`config.mk`:
```
export PLATFORM = sky130hd
export DESIGN_NAME = exfw_unit
export DESIGN_NICKNAME = d
export VERILOG_FILES = /design/src/rtl/exfw_pkg.sv /design/src/rtl/exfw_decode.sv /design/src/rtl/exfw_pick.sv /design/src/rtl/exfw_unit.sv
export SDC_FILE = /design/constraint.sdc
export NUM_CORES = 1
export LEC_CHECK = 0
export BUFFER_PORTS_ARGS = -buffer_cell sky130_fd_sc_hd__buf_2
export CORE_AREA = 5 5 118 120
export CTS_CLUSTER_DIAMETER = 30
export DETAILED_ROUTE_END_ITERATION = 10
export DIE_AREA = 0 0 123 125
export PLACE_DENSITY = 0.86
export REMOVE_ABC_BUFFERS = 1
export SLEW_MARGIN = 15
export SYNTH_ARGS = -nofsm -noshare
export SYNTH_HDL_FRONTEND = slang
export SYNTH_SLANG_ARGS = --single-unit
export TNS_END_PERCENT = 10
```
`constraint.sdc`:
```
create_clock -name clk -period 2.05 [get_ports clk]
set_clock_uncertainty 0.2 [all_clocks]
set_input_delay 0.1025 -clock clk [delete_from_list [all_inputs] [get_ports clk]]
set_output_delay 0.1025 -clock clk [all_outputs]
set_load 0.005 [all_outputs]
```
`src/rtl/exfw_pkg.sv`:
```
package exfw_pkg;
  localparam int IW = 32;
  localparam int RW = 4;

  typedef enum logic [1:0] {
    K_NOP = 2'd0,
    K_MOV = 2'd1,
    K_STR = 2'd2
  } kind_e;

  function automatic kind_e classify(input logic [IW-1:0] ins);
    if (ins[27:26] == 2'b00 && !ins[25] && ins[24:21] == 4'b1101) return K_MOV;
    if (ins[27:26] == 2'b01 && !ins[20]) return K_STR;
    return K_NOP;
  endfunction
endpackage

```
`src/rtl/exfw_decode.sv`:
```
module exfw_decode
  import exfw_pkg::*;
(
  input  logic [IW-1:0] ins,
  output kind_e         kind,
  output logic [RW-1:0] base_idx,
  output logic [RW-1:0] data_idx,
  output logic [RW-1:0] dest_idx
);
  always_comb begin
    kind     = classify(ins);
    base_idx = ins[19:16];
    dest_idx = ins[15:12];
    data_idx = (kind == K_STR) ? ins[15:12] : ins[3:0];
  end
endmodule

```
`src/rtl/exfw_pick.sv`:
```
module exfw_pick
  import exfw_pkg::*;
#(
  parameter int DW = 32
) (
  input  logic [RW-1:0] idx,
  input  logic [DW-1:0] dec_val,
  input  logic          self_has,
  input  logic [RW-1:0] self_idx,
  input  logic [DW-1:0] self_val,
  input  logic          mem_has,
  input  logic [RW-1:0] mem_idx,
  input  logic [DW-1:0] mem_val,
  output logic [DW-1:0] val
);
  always_comb begin
    if (self_has && self_idx == idx)     val = self_val;
    else if (mem_has && mem_idx == idx)  val = mem_val;
    else                                 val = dec_val;
  end
endmodule

```
`src/rtl/exfw_unit.sv`:
```
module exfw_unit
  import exfw_pkg::*;
#(
  parameter int DW = 32
) (
  input  logic          clk,
  input  logic          rst_n,
  input  logic          in_valid,
  input  logic [IW-1:0] in_ins,
  input  logic [DW-1:0] in_base,
  input  logic [DW-1:0] in_opnd,
  input  logic          fwd_has,
  input  logic [RW-1:0] fwd_idx,
  input  logic [DW-1:0] fwd_val,
  output logic          out_valid,
  output logic          wr_req,
  output logic [RW-1:0] wr_idx,
  output logic [DW-1:0] wr_val,
  output logic          mem_we,
  output logic [DW-1:0] mem_addr,
  output logic [DW-1:0] mem_data,
  output logic          pc_upd,
  output logic          flush
);
  localparam int NOPND = 2;

  kind_e         kind;
  logic [RW-1:0] base_idx, data_idx, dest_idx;
  logic [RW-1:0] op_idx [NOPND];
  logic [DW-1:0] op_dec [NOPND];
  logic [DW-1:0] op_val [NOPND];

  exfw_decode u_dec (
    .ins      (in_ins),
    .kind     (kind),
    .base_idx (base_idx),
    .data_idx (data_idx),
    .dest_idx (dest_idx)
  );

  assign op_idx[0] = base_idx;
  assign op_dec[0] = in_base;
  assign op_idx[1] = data_idx;
  assign op_dec[1] = in_opnd;

  for (genvar g = 0; g < NOPND; g++) begin : g_pick
    exfw_pick #(.DW(DW)) u_pick (
      .idx      (op_idx[g]),
      .dec_val  (op_dec[g]),
      .self_has (wr_req),
      .self_idx (wr_idx),
      .self_val (wr_val),
      .mem_has  (fwd_has),
      .mem_idx  (fwd_idx),
      .mem_val  (fwd_val),
      .val      (op_val[g])
    );
  end

  always_ff @(posedge clk) begin
    if (!rst_n) begin
      out_valid <= 1'b0;
      wr_req    <= 1'b0;
      wr_idx    <= '0;
      wr_val    <= '0;
      mem_we    <= 1'b0;
      mem_addr  <= '0;
      mem_data  <= '0;
    end else begin
      out_valid <= in_valid;
      wr_req    <= in_valid && kind == K_MOV;
      mem_we    <= in_valid && kind == K_STR;
      if (in_valid && kind == K_MOV) begin
        wr_idx <= dest_idx;
        wr_val <= op_val[1];
      end
      if (in_valid && kind == K_STR) begin
        mem_addr <= op_val[0];
        mem_data <= op_val[1];
      end
    end
  end

  assign pc_upd = 1'b0;
  assign flush  = 1'b0;
endmodule

```
# Word-level counts from Yosys, hierarchy flattened
# Index checks and enable logic that the tools add are counted.
[op_classes]
muxes = 12
eq_ne = 8
n_reduce_logical = 12
[op_table]
columns = ["cell", "n"]
rows = [
  ["$mux 32", 4],
  ["$eq 4x4->1", 4],
  ["$logic_and 1x1->1", 9],
  ["$mux 2", 4],
  ["$eq 2x1->1 const B", 2],
  ["$eq 4x4->1 const B", 1],
  ["$mux 4", 1],
  ["$mux 1", 3],
  ["$eq 2x2->1 const B", 1],
  ["$logic_not 1->1", 2],
  ["$logic_not 2->1", 1],
]
[word_totals]
input_bits = 136
out_inout_bits = 105
word_cells = 39
ff_bits = 103

# Longest topological paths before layout
# Gate-level depths: netlist of run 1.
[logic_depth]
word_depth = 13
depth_mapped = 9

# Cells and area by module
# From an unflattened synthesis of run 1, not the netlist that was laid out.
[unflattened]
hier_cells = 788
area_unflattened_um2 = 6429.9
[modules_own_cells]
columns = ["module", "seq_area_each_um2", "cells_each", "n_inst", "area_each_um2"]
rows = [
  ["exfw_unit", 2062.0, 410, 1, 3988.8],
  ["exfw_pick", 0.0, 181, 2, 1149.9],
  ["exfw_decode", 0.0, 16, 1, 141.4],
]

# Worst setup path after synthesis of run 1
# Ideal clock, no wire load.
[synth_path]
path_kind = "input-to-reg"
startpoint = "input port in_ins[27]"
endpoint = "register mem_data[0]"
slack_ns = -0.120
arrival_time_ns = 1.837
cell_stages = 8
path_cell_list = "or3b_1 -> buf_4 -> a221oi_2 -> o221ai_2 -> nor3_4 -> buf_6 -> mux2i_1 -> o221ai_1"
[synth_between]
elab_chain_cells = 12
elab_cells_between_ends = 20
[synth_lines]
columns = ["element", "line", "rtl"]
rows = [
  ["from (decl)", "exfw_unit.sv:9", "input logic [IW-1:0] in_ins,"],
  ["$eq 2x1->1", "exfw_pkg.sv:13", "if (ins[27:26] == 2'b01 && !ins[20]) return K_STR;"],
  ["$logic_and 1x1->1", "exfw_pkg.sv:13", ""],
  ["$mux 1 (2 in series)", "exfw_pkg.sv:13", ""],
  ["$mux 2", "exfw_pkg.sv:14", "return K_NOP;"],
  ["$mux 2 (*)", "exfw_pkg.sv:13", ""],
  ["$eq 2x2->1 (*)", "exfw_decode.sv:14, exfw_unit.sv:77", ""],
  ["$mux 4", "exfw_decode.sv:14", "data_idx = (kind == K_STR) ? ins[15:12] : ins[3:0];"],
  ["$eq 4x4->1", "exfw_pick.sv:18", "else if (mem_has && mem_idx == idx) val = mem_val;"],
  ["$logic_and 1x1->1", "exfw_pick.sv:18", ""],
  ["$mux 32", "exfw_pick.sv:18", ""],
  ["$mux 32", "exfw_pick.sv:17", "if (self_has && self_idx == idx) val = self_val;"],
  ["to (signal assigned)", "exfw_unit.sv:79", "mem_data <= op_val[1];"],
  ["to (decl)", "exfw_unit.sv:21", "output logic [DW-1:0] mem_data,"],
]
# Every way passes the cells marked *; elsewhere a longest branch is shown, timed or not. The select of a mux whose other input is x is not followed.
# A chain may end at the register's enable or synchronous reset.

# Worst setup path in the final report of run 1
[layout_path]
startpoint = "input port in_ins[20]"
endpoint = "register wr_val[15]"
[layout_between]
elab_chain_cells = 12
elab_cells_between_ends = 17
[layout_lines]
columns = ["element", "line", "rtl"]
rows = [
  ["$logic_not 1->1 (*)", "exfw_pkg.sv:13", ""],
  ["$logic_and 1x1->1 (*)", "exfw_pkg.sv:13", ""],
  ["$mux 1 (2 in series)", "exfw_pkg.sv:13", ""],
  ["$mux 2 (*)", "exfw_pkg.sv:14", ""],
  ["$mux 2 (*)", "exfw_pkg.sv:13", ""],
  ["$eq 2x2->1", "exfw_decode.sv:14", ""],
  ["$mux 4", "exfw_decode.sv:14", ""],
  ["$eq 4x4->1", "exfw_pick.sv:18", ""],
  ["$logic_and 1x1->1", "exfw_pick.sv:18", ""],
  ["$mux 32", "exfw_pick.sv:18", ""],
  ["$mux 32", "exfw_pick.sv:17", ""],
  ["to (signal assigned)", "exfw_unit.sv:75", "wr_val <= op_val[1];"],
  ["to (decl)", "exfw_unit.sv:18", "output logic [DW-1:0] wr_val,"],
]
# Marks and branches as above.

==> results.ini, run 1 <==
[clock_tree]
clock_latency_ps=360
cts.sinks=103
clkSlewWorstSetupHoldPaths_ps=70
clk_path_buf_depth=2
root_buffer=clkbuf_16
cts_buffers=9
h-tree-depth=3
cts_tree=done

[place]
placedInstanceArea_sq_um=6770
place_hpwl_mm=12.3
dp_slack_ps=-350
portBuffers=226
place_congestion=0.818

[floorplanning]
die_w_um=123
num_rows=42
design.die.area_sq_um=15400
start_util_pct=41.2
die_h_um=125
coreArea_sq_um=12900
num_io_pins=241

[timing]
clock.fmax_ghz=0.472
worstMarginPinSlew_ps=542
final.min_clock_period_ps=2120
period_share_pct=103
max_slew_margin_pct=63.9
rsz0062_at_grt=true
drv_slew=0
setup_ws_ps=-69.6
setup_violations=31
timing_hold_violations_final=0
totalNegativeSetupSlack_ps=-843

[route]
drt_first_pass_iters=5
wl_per_cell_um=19.8
totalWireLength_mm=21.1
ant_nets=0
via_count=6256
via_per_inst=5.89
route.detailed.drc=0
drtIter0Drc=674

[synth]
synth_edf_count=0
ys_seq_area_share_pct=38.9
synth-seq-cells=103
synthArstFlopShare_pct=0
synth.most_common_cell=dfxtp_1
synth.distinct_cells=35
yosys-top-cells-count=dfxtp_1 (103), nand3_1 (100), mux2i_1 (69), o221ai_1 (66), nor2_1 (41)
syn_area_sq_um=5300
yosysWarnings=0
synth_area_leaders=dfxtp_1 (39%), mux2i_1 (13%), o221ai_1 (11%)
yosys.area.top_type=dfxtp_1
synth_cells=592
synth_top_area_share_pct=38.9
syn_area_per_cell_sq_um=8.95
ys_dominant_reg_cell=dfxtp_1

[power]
p_switching_mw=1.15
pwr-share-clk_pct=39.2
power_mw=4.49
leakage_nw=3.51
vdd_drop_max_mv=0.312
combPwrFrac_pct=15.1
p_per_area_nw_per_um2=549
p_sw_share_pct=25.6
p_int_mw=3.34
seqPwrFrac_pct=45.6

[worst_setup_path]
path_max_fanout=8
r2r_slack_ps=90
startpoint_type=primary input
worstSetupEndpointType=flip-flop
cp.arrival_ps=2150
critPathRequiredTime_ps=2080
critical_path_class=in -> reg

[global_routing]
grt_start_max_net_pins=120
first_global_vias=6163
grt_pass1_wl_mm=31.1
overflow=0
grt_use_total_pct=25.1
grt_antenna_before_repair=0

[finish]
stdcell_area_sq_um=8180
fin_util_pct=63.5
area_delta_synth_final_pct=54.3
drive_above_1_share_pct=40.5
final_nets=1017

[job]
drv_cap=0

[status]
violations=negative setup slack
outcome=finished, violations left

[min_path]
hold_class=in -> reg

through the flow:
| stage | hold slack [ps] | std cells |
|---|---|---|
| after global routing | 76.8 | 1062 |
| after detailed placement | 167 | 969 |
| after global placement | 164 | 969 |
| after CTS | 30.3 | 1057 |
| after floorplan | 24.2 | 530 |
| final | 43.6 | 1063 |
flip-flops by register name, summed over array words and instances, names as in the netlist:
register / flops
mem_data: 32
wr_val: 32
wr_req: 1
mem_we: 1
out_valid: 1
wr_idx: 4
mem_addr: 32
power by group through the flow:
stage               clock, mW  sequential [mW]  combinational, mW
floorplan                   0             2.10              0.183
CTS                      1.77             2.05              0.595
finish                   1.76             2.05              0.680
global route             1.84             2.05              0.723
global placement            0             2.09              0.477
detailed placement          0             2.09              0.487
per-layer routing:
metal	vias to the layer above	wire [um]	global-route usage, %
li1	2833	-	-
met1	2959	7910	28.8
met2	377	10400	42.1
met3	87	1680	5.24
met4	0	1070	15.7
met5	-	0	0
critical path, cell delays in order:
cell,delay [ps]
buf_6,90
or3b_4,390
buf_8,150
mux2i_1,120
a32o_1,250
nor3_4,260
buf_6,170
buf_12,190
mux2i_4,280
o221ai_2,140
layout by cell type, fill, tap and decap left out, types with 5 or more instances in the layout:
| master | Yosys | layout |
|---|---|---|
| buf_2 | 16 | 224 |
| dfxtp_1 | 103 | 101 |
| nand3_1 | 100 | 99 |
| dlygate4sd3_1 | 0 | 72 |
| mux2i_1 | 69 | 53 |
| o221ai_1 | 66 | 53 |
| nor2_1 | 41 | 41 |
| nand2_1 | 40 | 38 |
| a211oi_1 | 32 | 32 |
| a31o_2 | 32 | 32 |
| buf_4 | 3 | 26 |
| o221ai_2 | 1 | 14 |
| mux2i_4 | 1 | 11 |
| clkbuf_16 | 0 | 11 |
| buf_12 | 0 | 10 |
| inv_1 | 8 | 8 |
| xor2_1 | 8 | 8 |
| mux2i_2 | 0 | 6 |
| buf_6 | 3 | 5 |
path summary, 6_finish.rpt:
path | from | endpoint | cells past startpoint
worst min-delay path | in_base[5] | mem_addr[5]$_SDFFE_PN0P_ | 4
worst max register to register | wr_idx[1]$_SDFFE_PN0P_ | mem_data[10]$_SDFFE_PN0P_ | 9
worst max-delay path | in_ins[20] | wr_val[15]$_SDFFE_PN0P_ | 10
worst min register to register | mem_addr[29]$_SDFFE_PN0P_ | mem_addr[29]$_SDFFE_PN0P_ | 1
what timing repair did:
action                     in CTS  in global routing
hold endpoints to repair       71                  0
buffers inserted                0                  2
hold buffers                   72                  0
setup endpoints to repair       0                 71
gates resized for setup         0                 60
cells by family after synthesis:
group           count (synthesis)  share of synthesized area (%)
other cells                     1                         0.0707
flops                         103                           38.9
simple gates                  196                           17.4
buf+inv                        71                           6.04
compound gates                141                           22.4
mux                            70                           13.5
xor+xnor                       10                           1.65
final cells by class:
cell class	instances	area, sq um
fillers	974	4690
multi-input cells	419	3220
repair buffers	340	2360
flip-flops and latches	103	2060
clock buffers	12	236
well taps	176	220
clock inverters	4	53.8
inverters	8	30.0
diodes	1	2.50
Note: power is estimated with default switching activity, not from simulation.
==> run 2: changes to the inputs <==
- PLACE_DENSITY: 0.86 -> 0.78
==> results.ini, run 2 (synthesis gave the netlist of run 1 again) <==
[status]
outcome=finished, violations left
violations=negative setup slack

[finish]
layout_common_cells=buf_2 (225), dfxtp_1 (103), nand3_1 (98)
diodes=0  ; -1
drive_above_1_share_pct=39.7  ; -0.86 points
stdcell_area_sq_um=8080  ; -1.2%
final_common_cell=buf_2
fillers=1030  ; +5.7%
fin_cells=1056  ; -0.66%
fin_util_pct=62.8  ; -0.76 points
reg_top3=mem_addr: 32 flops, mem_data: 32 flops, wr_val: 32 flops
final_nets=1011  ; -0.59%
area_delta_synth_final_pct=52.5

[min_path]
whs_path_depth=2  ; -2
worstHoldEndpoint=out_valid$_SDFF_PN0_
worstHoldStart=rst_n
hold_class=in -> reg

[job]
drv_cap=0  ; unchanged

[power]
leakage_nw=3.50  ; -0.25%
p_per_area_nw_per_um2=556  ; +1.3%
vdd_drop_max_mv=0.349  ; +12%
power_mw=4.49  ; about the same

[floorplanning]
coreArea_sq_um=12900  ; unchanged
start_util_pct=41.2  ; unchanged
design.die.area_sq_um=15400  ; unchanged
die_h_um=125  ; unchanged
num_io_pins=241  ; unchanged
num_rows=42  ; unchanged
die_w_um=123  ; unchanged

[worst_setup_path]
worstSetupEndpointType=flip-flop
rr_worst_depth=8  ; -1
r2r_slack_ps=10  ; -80 ps
r2r_end=mem_data[4]$_SDFFE_PN0P_
startpoint_type=primary input
critPathRequiredTime_ps=2060  ; -20 ps
critical_path_class=in -> reg
cp.arrival_ps=2070  ; -80 ps
rr_startpoint=wr_idx[0]$_SDFFE_PN0P_
path_max_fanout=8  ; unchanged

[route]
drtIter0Drc=538  ; -20%
wl_per_cell_um=18.6  ; -6.0%
via_per_inst=5.75  ; -2.3%
ant_nets=0  ; unchanged
drt_first_pass_iters=5  ; unchanged
totalWireLength_mm=19.7  ; -6.6%
route.detailed.drc=0  ; unchanged
via_count=6073  ; -2.9%

[timing]
final.min_clock_period_ps=2060  ; -59.1 ps
timing_hold_violations_final=0  ; unchanged
drv_slew=0  ; unchanged
period_share_pct=101  ; -2.9 points
rsz0062_at_grt=true
clock.fmax_ghz=0.485  ; +2.9%
setup_violations=3  ; -90%
totalNegativeSetupSlack_ps=-18.7  ; +825 ps
setup_ws_ps=-10.4  ; +59.1 ps
hold_ws_ps=64.6  ; +21.0 ps

[global_routing]
grt_pass1_wl_mm=29.3  ; -5.6%
first_global_vias=5885  ; -4.5%
overflow=0  ; unchanged
grt_use_total_pct=23.3  ; -1.8 points
grt_start_max_net_pins=85  ; -29%
grt_antenna_before_repair=0  ; unchanged

[clock_tree]
cts_buffers=9  ; unchanged
h-tree-depth=3  ; unchanged
cts.sinks=103  ; unchanged
clock_latency_ps=340  ; -20 ps
cts_tree=done
clkSlewWorstSetupHoldPaths_ps=70  ; about the same
clk_path_buf_depth=2  ; unchanged
root_buffer=clkbuf_16

[place]
dp_slack_ps=-362  ; -11.8 ps
dp_cells=965  ; -0.41%
place_congestion=0.816  ; -0.32%
placedInstanceArea_sq_um=6810  ; +0.52%
place_hpwl_mm=11.7  ; -5.3%
portBuffers=226  ; unchanged

-- run 2: worst max-delay path by stage --
stage,to,slack [ps],from
2_1_floorplan,mem_addr[0]$_SDFFE_PN0P_,-1830,fwd_idx[2]
3_3_place_gp,mem_data[9]$_SDFFE_PN0P_,-310,in_ins[27]
3_5_place_dp,mem_data[2]$_SDFFE_PN0P_,-360,in_ins[27]
4_1_cts,mem_data[2]$_SDFFE_PN0P_,4,in_ins[27]
5_1_grt,mem_data[27]$_SDFFE_PN0P_,-70,wr_idx[0]$_SDFFE_PN0P_
6_report,mem_data[4]$_SDFFE_PN0P_,-10,in_ins[27]
-- run 2: cell type report --
| type | instances | area, sq um | share of cell area, % |
|---|---|---|---|
| Sequential cell | 103 | 2060 | 25.5 |
| Tap cell | 176 | 220 | 2.72 |
| Inverter | 8 | 30.0 | 0.371 |
| Clock buffer | 12 | 256 | 3.17 |
| Multi-Input combinational cell | 419 | 3120 | 38.6 |
| Clock inverter | 4 | 51.3 | 0.635 |
| Timing Repair Buffer | 334 | 2350 | 29.0 |
-- run 2: report_power, final --
part | internal (mW) | total, mW | leakage (nW) | switching (mW)
Sequential | 2.03 | 2.05 | 0.832 | 0.0161
Clock | 1.02 | 1.78 | 0.149 | 0.766
Combinational | 0.350 | 0.662 | 2.52 | 0.312
-- run 2: timing repair --
action	CTS	global route
endpoints found under the setup margin	0	75
hold endpoints to repair	70	0
hold buffers	71	0
setup buffers	0	1
resized for setup	0	37
-- run 2: routing by layer --
layer	track usage, %	up-vias	wire length (um)
li1	-	2831	-
met1	28.2	2831	7560
met2	39.0	350	9800
met3	4.92	61	1650
met4	11.5	0	660
met5	0	-	0
-- run 2: worst max-delay path: stages --
cell      delay, ps
buf_6            90
or3b_4          400
buf_8           150
a221oi_4        200
o221ai_2        160
nor3_4          230
buf_12          160
buf_16          160
mux2i_4         240
o221ai_1        150
==> run 3: changes to the inputs <==
- TNS_END_PERCENT: 10 -> 1
==> results.ini, run 3 (synthesis gave the netlist of run 1 again) <==
[status]
outcome=finished, violations left
violations=negative setup slack

[power]
leakage_nw=3.49  ; -0.19%
pwr-share-clk_pct=39.8  ; about the same
p_sw_share_pct=24.4  ; +0.040 points
p_switching_mw=1.10  ; +0.13%
p_per_area_nw_per_um2=558  ; +0.39%
vdd_drop_max_mv=0.349  ; +0.14%
p_int_mw=3.39  ; about the same
combPwrFrac_pct=14.6  ; about the same
seqPwrFrac_pct=45.6  ; about the same

[worst_setup_path]
worstSetupEndpointType=flip-flop
critPathRequiredTime_ps=2060  ; about the same
cp_top_family=simple AND/OR/NAND/NOR gates
crit_chain=buf_2 > or3b_4 > buf_6 > a221oi_2 > o221ai_2 > nor3_4 > buf_12 > clkbuf_16 > mux2i_1 > o221ai_1
crit_buf_inv=4  ; unchanged
critical_path_class=in -> reg
path_max_fanout=7  ; -1
cp_slowest_cell=or3b_4
startpoint_type=primary input
max_stage_delay_ps=390  ; about the same
cp.arrival_ps=2070  ; about the same

[place]
portBuffers=226  ; unchanged
dp_slack_ps=-362  ; unchanged
place_congestion=0.816  ; unchanged
place_hpwl_mm=11.7  ; unchanged
placedInstanceArea_sq_um=6810  ; unchanged

[finish]
layout_common_cells=buf_2 (226), dfxtp_1 (103), nand3_1 (98)
reg_top3=mem_addr: 32 flops, mem_data: 32 flops, wr_val: 32 flops
stdcell_area_sq_um=8050  ; -0.42%
drive_above_1_share_pct=39.4  ; -0.23 points
area_delta_synth_final_pct=51.9
final_common_cell=buf_2
fillers=1035  ; +0.49%
final_nets=1011  ; unchanged
diodes=0  ; unchanged

[route]
ant_nets=0  ; unchanged
drtIter0Drc=536  ; -0.37%
via_count=6061  ; -0.20%
route.detailed.drc=0  ; unchanged
totalWireLength_mm=19.5  ; -0.79%
drt_first_pass_iters=5  ; unchanged
via_per_inst=5.74  ; -0.20%
wl_per_cell_um=18.5  ; -0.79%

[global_routing]
overflow=0  ; unchanged
grt_use_total_pct=23.3  ; unchanged
first_global_vias=5885  ; unchanged
grt_start_max_net_pins=85  ; unchanged
grt_antenna_before_repair=0  ; unchanged
grt_pass1_wl_mm=29.3  ; unchanged

[clock_tree]
h-tree-depth=3  ; unchanged
clk_path_buf_depth=2  ; unchanged
root_buffer=clkbuf_16
cts_buffers=9  ; unchanged
cts.sinks=103  ; unchanged
cts_tree=done
clkSlewWorstSetupHoldPaths_ps=70  ; about the same
clock_latency_ps=340  ; about the same

[floorplanning]
num_io_pins=241  ; unchanged
die_w_um=123  ; unchanged
coreArea_sq_um=12900  ; unchanged
num_rows=42  ; unchanged
die_h_um=125  ; unchanged
design.die.area_sq_um=15400  ; unchanged
start_util_pct=41.2  ; unchanged

[timing]
setup_ws_ps=-9.46  ; +0.963 ps
final.min_clock_period_ps=2060  ; -0.963 ps
drv_slew=0  ; unchanged
period_share_pct=100  ; about the same
hold_ws_ps=66.0  ; +1.37 ps
setup_violations=2  ; -1
rsz0062_at_grt=true
clock.fmax_ghz=0.486  ; about the same
totalNegativeSetupSlack_ps=-13.5  ; +5.25 ps
timing_hold_violations_final=0  ; unchanged

[min_path]
hold_class=in -> reg

[job]
drv_cap=0  ; unchanged

[run 3: power by group through the flow]
| stage | logic, mW | clock network [mW] | registers [mW] |
|---|---|---|---|
| global route | 0.700 | 1.90 | 2.05 |
| finish | 0.655 | 1.79 | 2.05 |
| detailed placement | 0.489 | 0 | 2.09 |
| CTS | 0.594 | 1.82 | 2.05 |
| global placement | 0.485 | 0 | 2.09 |
| floorplan | 0.183 | 0 | 2.10 |
[run 3: per-layer routing]
metal  part of all wire, %  track usage [%]
met1                    39             28.2
met2                    50             39.0
met3                   8.0             4.92
met4                   3.2             11.5
met5                     0                0
[run 3: path summary, 6_finish.rpt]
kind	end	cells after the start	slack, ps	startpoint
max	mem_data[30]$_SDFFE_PN0P_	10	-9	in_ins[27]
min	mem_addr[1]$_SDFFE_PN0P_	4	70	in_base[1]
max reg2reg	mem_data[4]$_SDFFE_PN0P_	7	50	wr_idx[0]$_SDFFE_PN0P_
min reg2reg	mem_addr[15]$_SDFFE_PN0P_	1	280	mem_addr[15]$_SDFFE_PN0P_
[run 3: layout make-up]
class,instances,area (sq um),share of cell area [%]
multi-input combinational,419,3090,38.4
timing repair buffer,334,2340,29.0
sequential,103,2060,25.6
clock buffer,12,256,3.19
tap,176,220,2.74
clock inverter,4,51.3,0.637
inverter,8,30.0,0.373
[run 3: stage by stage]
stage / utilization [%] / power [mW] / cells
global route: 62.5 / 4.65 / 1056
global placement: 52.9 / 2.58 / 965
CTS: 60.8 / 4.46 / 1052
finish: 62.5 / 4.49 / 1056
detailed placement: 52.9 / 2.58 / 965
floorplan: - / 2.28 / 530
[run 3: worst register-to-register path: stages (launching register included)]
cell and delay (ps):
dfxtp_1 380, nand2b_1 120, a21oi_1 70, o221ai_1 230
nand3_2 160, or2_2 380, buf_12 190, o221ai_1 190
[run 3: repair_timing]
item,4_1_cts,5_1_grt
hold endpoints to repair,70,0
endpoints found under the setup margin,0,75
hold buffers,71,0
gates resized for setup,0,32
buffers inserted,0,1
